`config.mk`:
```
export PLATFORM = sky130hd
export DESIGN_NAME = msi_cap_unit
export DESIGN_NICKNAME = d
export VERILOG_FILES = /design/src/rtl/msi_cap_pkg.sv /design/src/rtl/msi_cap_regs.sv /design/src/rtl/msi_pick_lowest.sv /design/src/rtl/msi_msg_engine.sv /design/src/rtl/msi_cap_unit.sv
export SDC_FILE = /design/constraint.sdc
export NUM_CORES = 1
export LEC_CHECK = 0
export BUFFER_PORTS_ARGS = -buffer_cell sky130_fd_sc_hd__buf_2
export CAP_MARGIN = 5
export CORE_ASPECT_RATIO = 0.6
export CORE_UTILIZATION = 40
export CTS_CLUSTER_SIZE = 8
export DETAILED_ROUTE_END_ITERATION = 7
export RECOVER_POWER = 25
export SLEW_MARGIN = 5
export SYNTH_ARGS = -nofsm -noshare
export SYNTH_HDL_FRONTEND = slang
export SYNTH_SLANG_ARGS = --single-unit
```
`constraint.sdc`:
```
create_clock -name clk -period 1.6 [get_ports clk]
set_input_delay 0.08 -clock clk [delete_from_list [all_inputs] [get_ports clk]]
set_output_delay 0.08 -clock clk [all_outputs]
set_load 0.005 [all_outputs]
```
`src/rtl/msi_cap_pkg.sv`:
```
package msi_cap_pkg;

    localparam int VEC_IDX_W = 5;

    localparam logic [2:0] IDX_HDR     = 3'd0;
    localparam logic [2:0] IDX_ADDR_LO = 3'd1;
    localparam logic [2:0] IDX_ADDR_HI = 3'd2;

    typedef struct packed {
        logic [63:0]          addr;
        logic [31:0]          data;
        logic                 is64;
        logic [VEC_IDX_W-1:0] vec;
    } msg_t;

    // Data register index; mask and pending follow it directly
    function automatic logic [2:0] data_index(input bit wide_addr);
        return wide_addr ? 3'd3 : 3'd2;
    endfunction

endpackage

```
`src/rtl/msi_cap_regs.sv`:
```
module msi_cap_regs
    import msi_cap_pkg::*;
#(
    parameter int       NUM_VEC  = 4,
    parameter bit       CAP_64   = 1'b1,
    parameter bit       CAP_MASK = 1'b1,
    parameter bit [7:0] CAP_ID   = 8'h05,
    parameter bit [7:0] NEXT_PTR = 8'h70
) (
    input  logic               clk,
    input  logic               rst_n,
    input  logic               wr_en,
    input  logic [2:0]         addr,
    input  logic [31:0]        wdata,
    input  logic [NUM_VEC-1:0] pend,
    output logic [31:0]        rdata,
    output logic               msg_en,
    output logic [63:0]        msg_addr,
    output logic [31:0]        msg_data,
    output logic [NUM_VEC-1:0] mask
);

    localparam logic [2:0] DATA_IDX = data_index(CAP_64);
    localparam logic [2:0] MASK_IDX = DATA_IDX + 3'd1;
    localparam logic [2:0] PEND_IDX = DATA_IDX + 3'd2;

    typedef struct packed {
        logic               en;
        logic [29:0]        lo;
        logic [31:0]        hi;
        logic [31:0]        data;
        logic [NUM_VEC-1:0] mask;
    } regs_t;

    regs_t r_q, r_d;

    always_comb begin
        r_d = r_q;
        if (wr_en) begin
            if (addr == IDX_HDR)                 r_d.en   = wdata[16];
            if (addr == IDX_ADDR_LO)             r_d.lo   = wdata[31:2];
            if (CAP_64 && addr == IDX_ADDR_HI)   r_d.hi   = wdata;
            if (addr == DATA_IDX)                r_d.data = wdata;
            if (CAP_MASK && addr == MASK_IDX)    r_d.mask = wdata[NUM_VEC-1:0];
        end
    end

    always_ff @(posedge clk or negedge rst_n) begin
        if (!rst_n) r_q <= '0;
        else        r_q <= r_d;
    end

    always_comb begin
        rdata = '0;
        if (addr == IDX_HDR)
            rdata = {7'b0, CAP_MASK, CAP_64, 6'b0, r_q.en, NEXT_PTR, CAP_ID};
        else if (addr == IDX_ADDR_LO)
            rdata = {r_q.lo, 2'b00};
        else if (CAP_64 && addr == IDX_ADDR_HI)
            rdata = r_q.hi;
        else if (addr == DATA_IDX)
            rdata = r_q.data;
        else if (CAP_MASK && addr == MASK_IDX)
            rdata[NUM_VEC-1:0] = r_q.mask;
        else if (CAP_MASK && addr == PEND_IDX)
            rdata[NUM_VEC-1:0] = pend;
    end

    assign msg_en   = r_q.en;
    assign msg_addr = {(CAP_64 ? r_q.hi : 32'h0), r_q.lo, 2'b00};
    assign msg_data = r_q.data;
    assign mask     = CAP_MASK ? r_q.mask : '0;

endmodule

```
`src/rtl/msi_pick_lowest.sv`:
```
module msi_pick_lowest
    import msi_cap_pkg::*;
#(
    parameter int N = 4
) (
    input  logic [N-1:0]         req,
    output logic                 any,
    output logic [VEC_IDX_W-1:0] idx
);

    always_comb begin
        any = 1'b0;
        idx = '0;
        for (int i = N - 1; i >= 0; i--) begin
            if (req[i]) begin
                any = 1'b1;
                idx = VEC_IDX_W'(i);
            end
        end
    end

endmodule

```
`src/rtl/msi_msg_engine.sv`:
```
module msi_msg_engine
    import msi_cap_pkg::*;
#(
    parameter int NUM_VEC = 4
) (
    input  logic               clk,
    input  logic               rst_n,
    input  logic [NUM_VEC-1:0] irq,
    input  logic [NUM_VEC-1:0] mask,
    input  logic               en,
    input  logic [63:0]        addr64,
    input  logic [31:0]        data32,
    input  logic               out_ready,
    output logic [NUM_VEC-1:0] pend,
    output logic               out_valid,
    output msg_t               out_msg
);

    localparam logic [NUM_VEC-1:0] LSB_ONE = NUM_VEC'(1);

    typedef struct packed {
        logic [NUM_VEC-1:0] pend;
        logic               valid;
        msg_t               msg;
    } eng_t;

    eng_t e_q, e_d;

    logic [NUM_VEC-1:0]   cand;
    logic [NUM_VEC-1:0]   sendable;
    logic                 any_send;
    logic [VEC_IDX_W-1:0] pick;

    assign cand     = e_q.pend | irq;
    assign sendable = cand & ~mask & {NUM_VEC{en}};

    msi_pick_lowest #(.N(NUM_VEC)) u_pick (
        .req (sendable),
        .any (any_send),
        .idx (pick)
    );

    always_comb begin
        e_d       = e_q;
        e_d.pend  = cand;
        e_d.valid = e_q.valid && !out_ready;
        if ((!e_q.valid || out_ready) && any_send) begin
            e_d.valid     = 1'b1;
            e_d.msg.addr  = addr64;
            e_d.msg.data  = data32;
            e_d.msg.is64  = (addr64[63:32] != 32'h0);
            e_d.msg.vec   = pick;
            e_d.pend      = cand & ~(LSB_ONE << pick);
        end
    end

    always_ff @(posedge clk or negedge rst_n) begin
        if (!rst_n) e_q <= '0;
        else        e_q <= e_d;
    end

    assign pend      = e_q.pend;
    assign out_valid = e_q.valid;
    assign out_msg   = e_q.msg;

endmodule

```
`src/rtl/msi_cap_unit.sv`:
```
module msi_cap_unit
    import msi_cap_pkg::*;
#(
    parameter int NUM_VEC  = 4,
    parameter bit CAP_64   = 1'b1,
    parameter bit CAP_MASK = 1'b1
) (
    input  logic                 clk,
    input  logic                 rst_n,
    input  logic                 cfg_wr_en,
    input  logic [2:0]           cfg_addr,
    input  logic [31:0]          cfg_wdata,
    output logic [31:0]          cfg_rdata,
    input  logic [NUM_VEC-1:0]   irq_req,
    output logic                 msg_valid,
    input  logic                 msg_ready,
    output logic [63:0]          msg_addr,
    output logic [31:0]          msg_data,
    output logic                 msg_is64,
    output logic [VEC_IDX_W-1:0] msg_vec
);

    logic               msg_en;
    logic [63:0]        reg_addr;
    logic [31:0]        reg_data;
    logic [NUM_VEC-1:0] reg_mask;
    logic [NUM_VEC-1:0] pend;
    msg_t               held;

    msi_cap_regs #(
        .NUM_VEC  (NUM_VEC),
        .CAP_64   (CAP_64),
        .CAP_MASK (CAP_MASK)
    ) u_regs (
        .clk      (clk),
        .rst_n    (rst_n),
        .wr_en    (cfg_wr_en),
        .addr     (cfg_addr),
        .wdata    (cfg_wdata),
        .pend     (pend),
        .rdata    (cfg_rdata),
        .msg_en   (msg_en),
        .msg_addr (reg_addr),
        .msg_data (reg_data),
        .mask     (reg_mask)
    );

    msi_msg_engine #(.NUM_VEC(NUM_VEC)) u_engine (
        .clk       (clk),
        .rst_n     (rst_n),
        .irq       (irq_req),
        .mask      (reg_mask),
        .en        (msg_en),
        .addr64    (reg_addr),
        .data32    (reg_data),
        .out_ready (msg_ready),
        .pend      (pend),
        .out_valid (msg_valid),
        .out_msg   (held)
    );

    assign msg_addr = held.addr;
    assign msg_data = held.data;
    assign msg_is64 = held.is64;
    assign msg_vec  = held.vec;

endmodule

```
==> Word-level counts from Yosys, hierarchy flattened <==
Index checks and enable logic that the tools add are counted.
{ "word_totals": {"wordCells": 51, "ff_bits": 204} }
{ "op_classes": {"n_reduce_logical": 12, "n_mux": 16, "shift": 1, "n_bitwise": 6, "n_eq_ne": 5} }
{ "ops": {"columns": ["cell", "count"], "rows": [
  ["2-to-1 mux 107 bit", 1],
  ["2-to-1 mux 32 bit", 3],
  ["nonzero test 32 bit", 1],
  ["2-to-1 mux 28 bit", 1],
  ["2-to-1 mux 5 bit", 3],
  ["AND 4 bit", 3],
  ["2-to-1 mux 4 bit", 3],
  ["AND reduction 2 bit", 5],
  ["inverter 4 bit", 2],
  ["== test 3 x 2 -> 1 bit (second input constant)", 2],
  ["== test 3 bit (second input constant)", 2],
  ["<< shifter 1 x 5 -> 4 bit (first input constant)", 1],
  ["2-to-1 mux 1 bit", 4],
  ["OR 4 bit", 1],
  ["== test 3 x 1 -> 1 bit (second input constant)", 1],
  ["zero test 3 bit", 1],
  ["logical AND 1 bit", 2],
  ["zero test 1 bit", 2],
  ["2-to-1 mux 2 bit", 1],
  ["logical OR 1 bit", 1]
]} }

==> Longest topological paths before layout <==
Gate-level depths: netlist (run 1).
{ "logic_depth": {"ltp_word": 11, "depth_mapped": 6, "mapped_depth_nobuf": 4} }

==> Modules after synthesis <==
From an unflattened synthesis (run 1), not the netlist that was laid out.
{ "unflattened": {"hier_cells": 600, "hier_area_um2": 8879.8} }
{ "by_module_without_submodules": {"columns": ["mod", "instances", "seq_area_each_um2", "cells_per_inst", "area_per_inst_um2"], "rows": [
  ["msi_cap_regs", 1, 2477.4, 339, 4704.5],
  ["msi_msg_engine", 1, 2677.6, 250, 4113.9],
  ["msi_pick_lowest", 1, 0.0, 11, 61.3]
]} }

==> Least setup slack after synthesis (run 1) <==
No wires, ideal clock.
{ "synth_timing": {"kind": "register to register", "startpoint": "register u_engine.e_q (netlist bit u_engine.pend[2])", "endpoint": "register u_engine.e_q (netlist bit u_engine.out_msg[63])", "path_buffers": 2, "synth_period_minus_slack_ns": 1.710, "stages_incl_launch_ff": 7, "setup_ns": 0.125, "arrival_time_ns": 1.585, "path_slack_ns": -0.110, "path_cell_list": "dfrtp_1 or2_1 o2bb2ai_1 o21ai_2 buf_6 buf_6 mux2_4"} }
{ "synth_between": {"elab_chain_len": 7} }
{ "synth_lines": {"columns": ["element", "line_no", "source"], "rows": [
  ["start: declaration", "msi_msg_engine.sv:27", "eng_t e_q, e_d;"],
  ["start signal: assignment", "msi_msg_engine.sv:58", "if (!rst_n) e_q <= '0;"],
  ["start signal: assignment", "msi_msg_engine.sv:59", "else e_q <= e_d;"],
  ["OR 4 bit", "msi_msg_engine.sv:34", "assign cand = e_q.pend | irq;"],
  ["AND 4 bit (2 in series)", "msi_msg_engine.sv:35", "assign sendable = cand & ~mask & {NUM_VEC{en}};"],
  ["2-to-1 mux 1 bit (3 in series)", "msi_pick_lowest.sv:15", "if (req[i]) begin"],
  ["logical AND 1 bit", "msi_msg_engine.sv:47", "if ((!e_q.valid || out_ready) && any_send) begin"]
]} }
No other way between the ends.
A chain may end at the register's enable or synchronous reset.

==> Worst setup path after layout (run 1) <==
{ "layout_timing": {"startpoint": "register u_engine.e_q (netlist bit u_engine.pend[2])", "endpoint": "register u_engine.e_q (netlist bit u_engine.out_msg[82])"} }
Same word-level chain as after synthesis.

==> results_dict.tcl, run 1 <==
set metrics [dict create \
    skew_ps 9.472 \
    cp.depth 7 \
    violations "setup timing" \
    die_x_um 192.1 \
    syn_to_final_growth_pct 44.52 \
    worst-setup-path-type "flop to flop" \
    synthAdderAreaFrac 0 \
    synth_top_family_by_area "multiplexers" \
    worst_slack_ps -305.9 \
    setup.worst_path.start_class "flop" \
    critPathMaxFanout 9 \
    layout-drive-gt1-share 0.6434 \
    hpwl_mm 16.15 \
    clkTransAtPathRegs_ps 50 \
    gr-total-overflow 0 \
    ys_warn_count 0 \
    synth_edf_count 0 \
    rsz0062_at_grt "true" \
    vias_per_cell 5.226 \
    netlist_instances 592 \
    grt_pass1_wl_mm 37.49 \
    finalWorstPathRequiredPeriod_ps 1906 \
    slew_violations 0 \
    ir_drop_mv 1.034 \
    holdCritPathClass "input port to flop" \
    synth_simple_gate_area_frac 0.03882 \
    crit_path_end "u_engine.out_msg[82]" \
    initial_core_util 0.4102 \
    gp_congestion 0.8984 \
    track_usage 0.2214 \
    crit_arrival_ps 2310 \
    synth_top_area_frac 0.5802 \
    yosysSeqAreaShare 0.5802 \
    cts_max_level 1 \
    portBuffers 172 \
    grt_max_degree 49 \
    firstDrtPassIters 4 \
    fmaxAchievable_ghz 0.5247 \
    num_rows 41 \
    r2r-end "u_engine.out_msg[82]" \
    fin_nets 959 \
    power_leakage_uw 0.006060 \
    finalHoldViolCount 0 \
    worst_ep_required_time_ps 2010 \
    total_power_uw 21590 \
    die_height_um 116.0 \
    cp-end-kind "flop" \
    clk_path_buf_depth 3 \
    crit_chain "or2_4 > o2bb2ai_4 > o21ai_4 > buf_6 > buf_12 > clkbuf_16 > mux2_4" \
    r2r_slack_ps -310 \
    final_cell_mix "198 x dfrtp_1, 171 x buf_2, 113 x mux2_2" \
    tritoncts "done" \
    root_buffer "clkbuf_16" \
    grt_pass1_vias 6440 \
    synth_compound_gate_area_share 0.04286 \
    antenna_found_initial 0 \
    relSlewSlack 0.1850 \
    core_um2 21140 \
    die_area_um2 22290 \
    worst-path-buf-inv 3 \
    outcome "finished, violations left" \
    n_antenna_cell 0 \
    reg2reg_from "u_engine.pend[2]" \
    synth_cell_types 36 \
    worstHoldPathCells 4 \
    synth_area_um2 8670 \
    cts.sinks 201 \
    worstSkewPairLatency_ps 530 \
    r2r_cells 7 \
    antenna_left 0 \
    yosysTopAreaCell "dfrtp_1" \
    synth_area_leaders "dfrtp_1 58%, mux2_2 23%, mux2_4 6.6%, a22oi_1 1.9%, nor2_1 1.5%" \
    cts_buffers 29 \
    slowest_stage "dfrtp_1" \
    boundaryPins 178 \
    dr_total_vias 6250 \
    crit_family "buffers and inverters" \
    power_density_nw_per_um2 1724 \
    tightest_slew_ps 1223 \
    synth_top_flop_cell "dfrtp_1" \
    async_reset_ff_frac 1.000 \
    synth_xor_area_frac 0 \
    drc 0 \
    mostFrequentLayoutCell "dfrtp_1" \
    finalSetupViolations 102 \
    drv_cap 0 \
    setup.worst_path.start "u_engine.pend[2]" \
    cpPeakStageDelay_ps 370 \
    synthMuxAreaShare 0.3096 \
    place_ws_ps -230.3 \
    period_share 1.191 \
    routed_wl_mm 25.39 \
    synth_area_per_cell_um2 14.64 \
    wire_per_inst_um 21.23 \
    drt_iter0_markers 310 \
    ys_ff_latch 201 \
]
[state kept, by name, summed over array words and instances (netlist names)]
signal,count
u_engine.out_msg,97
u_engine.out_valid,1
u_engine.pend,4
u_regs.mask,4
u_regs.msg_addr,62
u_regs.msg_data,32
u_regs.msg_en,1
[worst min-delay path by stage]
stage               startpoint                  end
floorplan                rst_n  u_engine.out_msg[0]
global placement         rst_n  u_regs.msg_addr[33]
detailed placement       rst_n   u_regs.msg_data[4]
CTS                 irq_req[2]     u_engine.pend[2]
global route        irq_req[2]     u_engine.pend[2]
finish              irq_req[0]     u_engine.pend[0]
[power by group]
group / total, uW / switching, uW / leakage (uW) / internal, uW
Sequential: 8200 / 1270 / 0.00240 / 6930
Clock: 5280 / 2110 / 0.000367 / 3170
Combinational: 8120 / 2930 / 0.00329 / 5190
[cell usage after synthesis, types with 4 or more instances]
master      n
clkbuf_1   11
a211oi_1    6
nor2b_1     6
mux2_2    175
nor2_1     35
inv_1       4
mux2i_1    12
a21oi_1     6
buf_2      18
buf_4       5
dfrtp_1   201
o21ai_0     6
a22oi_1    22
nor4_1      8
buf_6       5
mux2_4     38
nand2b_1    7
[through the flow]
step	hold WS, ps	instance area (um^2)	cells	setup TNS (ps)	utilization
floorplan	-215.6	8708	596	-5955	-
global placement	48.48	10360	1068	-12690	0.4902
detailed placement	56.35	10360	1068	-15170	0.4902
CTS	28.77	12180	1180	-17870	0.5764
finish	48.90	12530	1196	-24040	0.5928
global route	49.84	12530	1196	-27560	0.5928
[layout make-up]
| type | instances | area, um^2 |
|---|---|---|
| Clock buffer | 30 | 729.5 |
| Clock inverter | 2 | 17.52 |
| Fill cell | 1686 | 8606 |
| Inverter | 4 | 17.52 |
| Multi-Input combinational cell | 351 | 3881 |
| Sequential cell | 201 | 5034 |
| Tap cell | 279 | 349.1 |
| Timing Repair Buffer | 329 | 2501 |
[routing by layer]
layer	global-route usage	vias up	wire length [um]
li1	-	2767	-
met1	0.3275	3244	12230
met2	0.3377	202	11250
met3	0.04331	37	1542
met4	0.04672	0	374
met5	0	-	0
[what timing repair did]
item,in CTS,in global routing
cloned,3,2
hold buffers,36,0
endpoints found under the hold margin,302,0
gates resized for setup,75,56
buffers inserted,41,14
setup endpoints to repair,126,126
pin swaps,7,7
[worst reg2reg max path, stage by stage (launching register included)]
cell	delay, ps
dfrtp_1	370
or2_4	260
o2bb2ai_4	160
o21ai_4	230
buf_6	140
buf_12	130
clkbuf_16	190
mux2_4	310
[kinds of logic (layout without fill, tap and decap cells)]
family	after synthesis	in the layout
AND/OR/NAND/NOR	69	69
multiplexers	226	226
flip-flops	201	201
buffers and inverters	44	365
AO/OA/AOI/OAI	51	51
other	1	5
Note: power is estimated with default switching activity, not from simulation.
==> inputs of run 2 (changes only) <==
clock period = 2.25 ns   (was 1.6 ns; I/O delays follow)
==> run 2 against run 1 <==
The run now ends clean. Critical path depth shrank 2. Total power shrank 38%. Sequential power shrank 29%. First-iteration DRC count grew 17%. Flip-flop and latch count is the same. Largest cell class unchanged. Largest power group unchanged. Highest routed layer unchanged.
==> results_dict.tcl, run 2 (synthesis results as in run 1) <==
set metrics [dict create \
    outcome "complete, no violations" \
    gp_congestion 0.8502 \
    finalWorstPathRequiredPeriod_ps 2002 \
    die_height_um 116.0 \
    rsz0062_at_grt "false" \
    clk_path_buf_depth 3 \
    cts_buffers 29 \
    fmaxAchievable_ghz 0.4995 \
    largest_reg_flops 97 \
    n_antenna_cell 0 \
    initial_core_util 0.4102 \
    root_buffer "clkbuf_16" \
    track_usage 0.2034 \
    final_cell_mix "201 x dfrtp_1, 175 x mux2_2, 171 x buf_2" \
    layout-drive-gt1-share 0.5417 \
    portBuffers 172 \
    holdWs_ps 42.86 \
    gr-usage-met2 0.2965 \
    crit_path_end "u_engine.out_msg[23]" \
    holdCritPathClass "input port to flop" \
    num_rows 41 \
    grt_pass1_wl_mm 34.35 \
    grt.met3_usage 0.03786 \
    hpwl_mm 15.31 \
    cts.sinks 201 \
    slew_violations 0 \
    fillers 1825 \
    r2r_slack_ps 250 \
    slowest_stage "dfrtp_1" \
    drv_cap 0 \
    antenna_left 0 \
    r2r-end "u_engine.out_msg[23]" \
    setup.worst_path.start_class "flop" \
    tritoncts "done" \
    mostFrequentLayoutCell "dfrtp_1" \
    routed_wl_mm 22.71 \
    top_usage_layer "met1" \
    finalSetupViolations 0 \
    finalHoldViolCount 0 \
    vias_per_cell 5.239 \
    ir_drop_mv 0.5838 \
    wire_per_inst_um 20.74 \
    period_share 0.8897 \
    die_area_um2 22290 \
    power_leakage_uw 0.005156 \
    tightest_slew_ps 1176 \
    worst_ep_required_time_ps 2660 \
    grt_pass1_vias 5800 \
    clkTransAtPathRegs_ps 50 \
    fin_nets 858 \
    place_ws_ps 294.4 \
    cts_max_level 1 \
    core_um2 21140 \
    gr-total-overflow 0 \
    crit_arrival_ps 2410 \
    worstSkewPairLatency_ps 530 \
    reg2reg_from "u_engine.pend[2]" \
    tns_ps 0 \
    crit_chain "or2_1 > o2bb2ai_1 > o21ai_4 > buf_12 > mux2_2" \
    skew_ps 13.82 \
    grt_max_degree 72 \
    grt_util_met1 0.3145 \
    cpPeakStageDelay_ps 390 \
    power_density_nw_per_um2 1226 \
    setup.worst_path.start "u_engine.pend[2]" \
    worst_slack_ps 248.1 \
    antenna_found_initial 0 \
    drt_iter0_markers 363 \
    syn_to_final_growth_pct 26.90 \
    relSlewSlack 0.2160 \
    die_x_um 192.1 \
    dr_total_vias 5737 \
    boundaryPins 178 \
    worst-setup-path-type "flop to flop" \
    r2r_cells 5 \
    critPathMaxFanout 50 \
    drc 0 \
    cp-end-kind "flop" \
    firstDrtPassIters 4 \
]
run 2: cell count changes in the layout (fill, tap and decap cells not counted), sizes merged:
cell / delta
buf: -101
dlygate4sd3: +1
clkbuf: -1
run 2: critical path, delay by kind of cell, from the launching register on:
family          cells  cell delay, ps
compound gates      2             460
buf+inv             1             330
flops               1             390
mux                 1             390
simple gates        1             280
run 2: report_power, final:
part           switching [uW]  internal (uW)
sequential                907           4920
clock                    1470           2250
combinational            1550           2400
run 2: layout make-up:
type	count	area, um^2	area share
clock inverters	2	17.52	0.001592
inverters	4	15.01	0.001365
flip-flops and latches	201	5030	0.4572
multi-input cells	351	3443	0.3130
repair buffers	228	1418	0.1289
clock buffers	30	729.5	0.06630
well taps	279	349.1	0.03173
run 2: stage by stage:
stage          cells    util  total power [uW]  cell area (um^2)
6_report        1095  0.5205             13490             11000
5_1_grt         1095  0.5205             14240             11000
4_1_cts         1095  0.5218             13660             11030
3_5_place_dp    1026  0.4690              9808              9912
3_3_place_gp    1026  0.4690              9641              9912
2_1_floorplan    596       -              8067              8685
run 2: worst min path at each step:
stage	from	to	slack, ps	cells past startpoint
4_1_cts	irq_req[2]	u_engine.pend[2]	7	3
5_1_grt	irq_req[2]	u_engine.pend[2]	30	3
3_3_place_gp	rst_n	u_engine.out_msg[72]	170	1
3_5_place_dp	rst_n	u_engine.out_msg[72]	170	1
6_report	irq_req[2]	u_engine.pend[2]	40	3
2_1_floorplan	rst_n	u_engine.out_msg[0]	-180	0
run 2: timing repair:
action	CTS	global route
setup buffers	0	0
hold buffers	37	0
resized for setup	0	0
hold endpoints to repair	170	0
run 2: per-layer routing:
layer	vias to the layer above	routed length [um]
met5	-	0
met4	0	372
met3	37	1393
met2	208	9685
met1	2927	11260
li1	2565	-
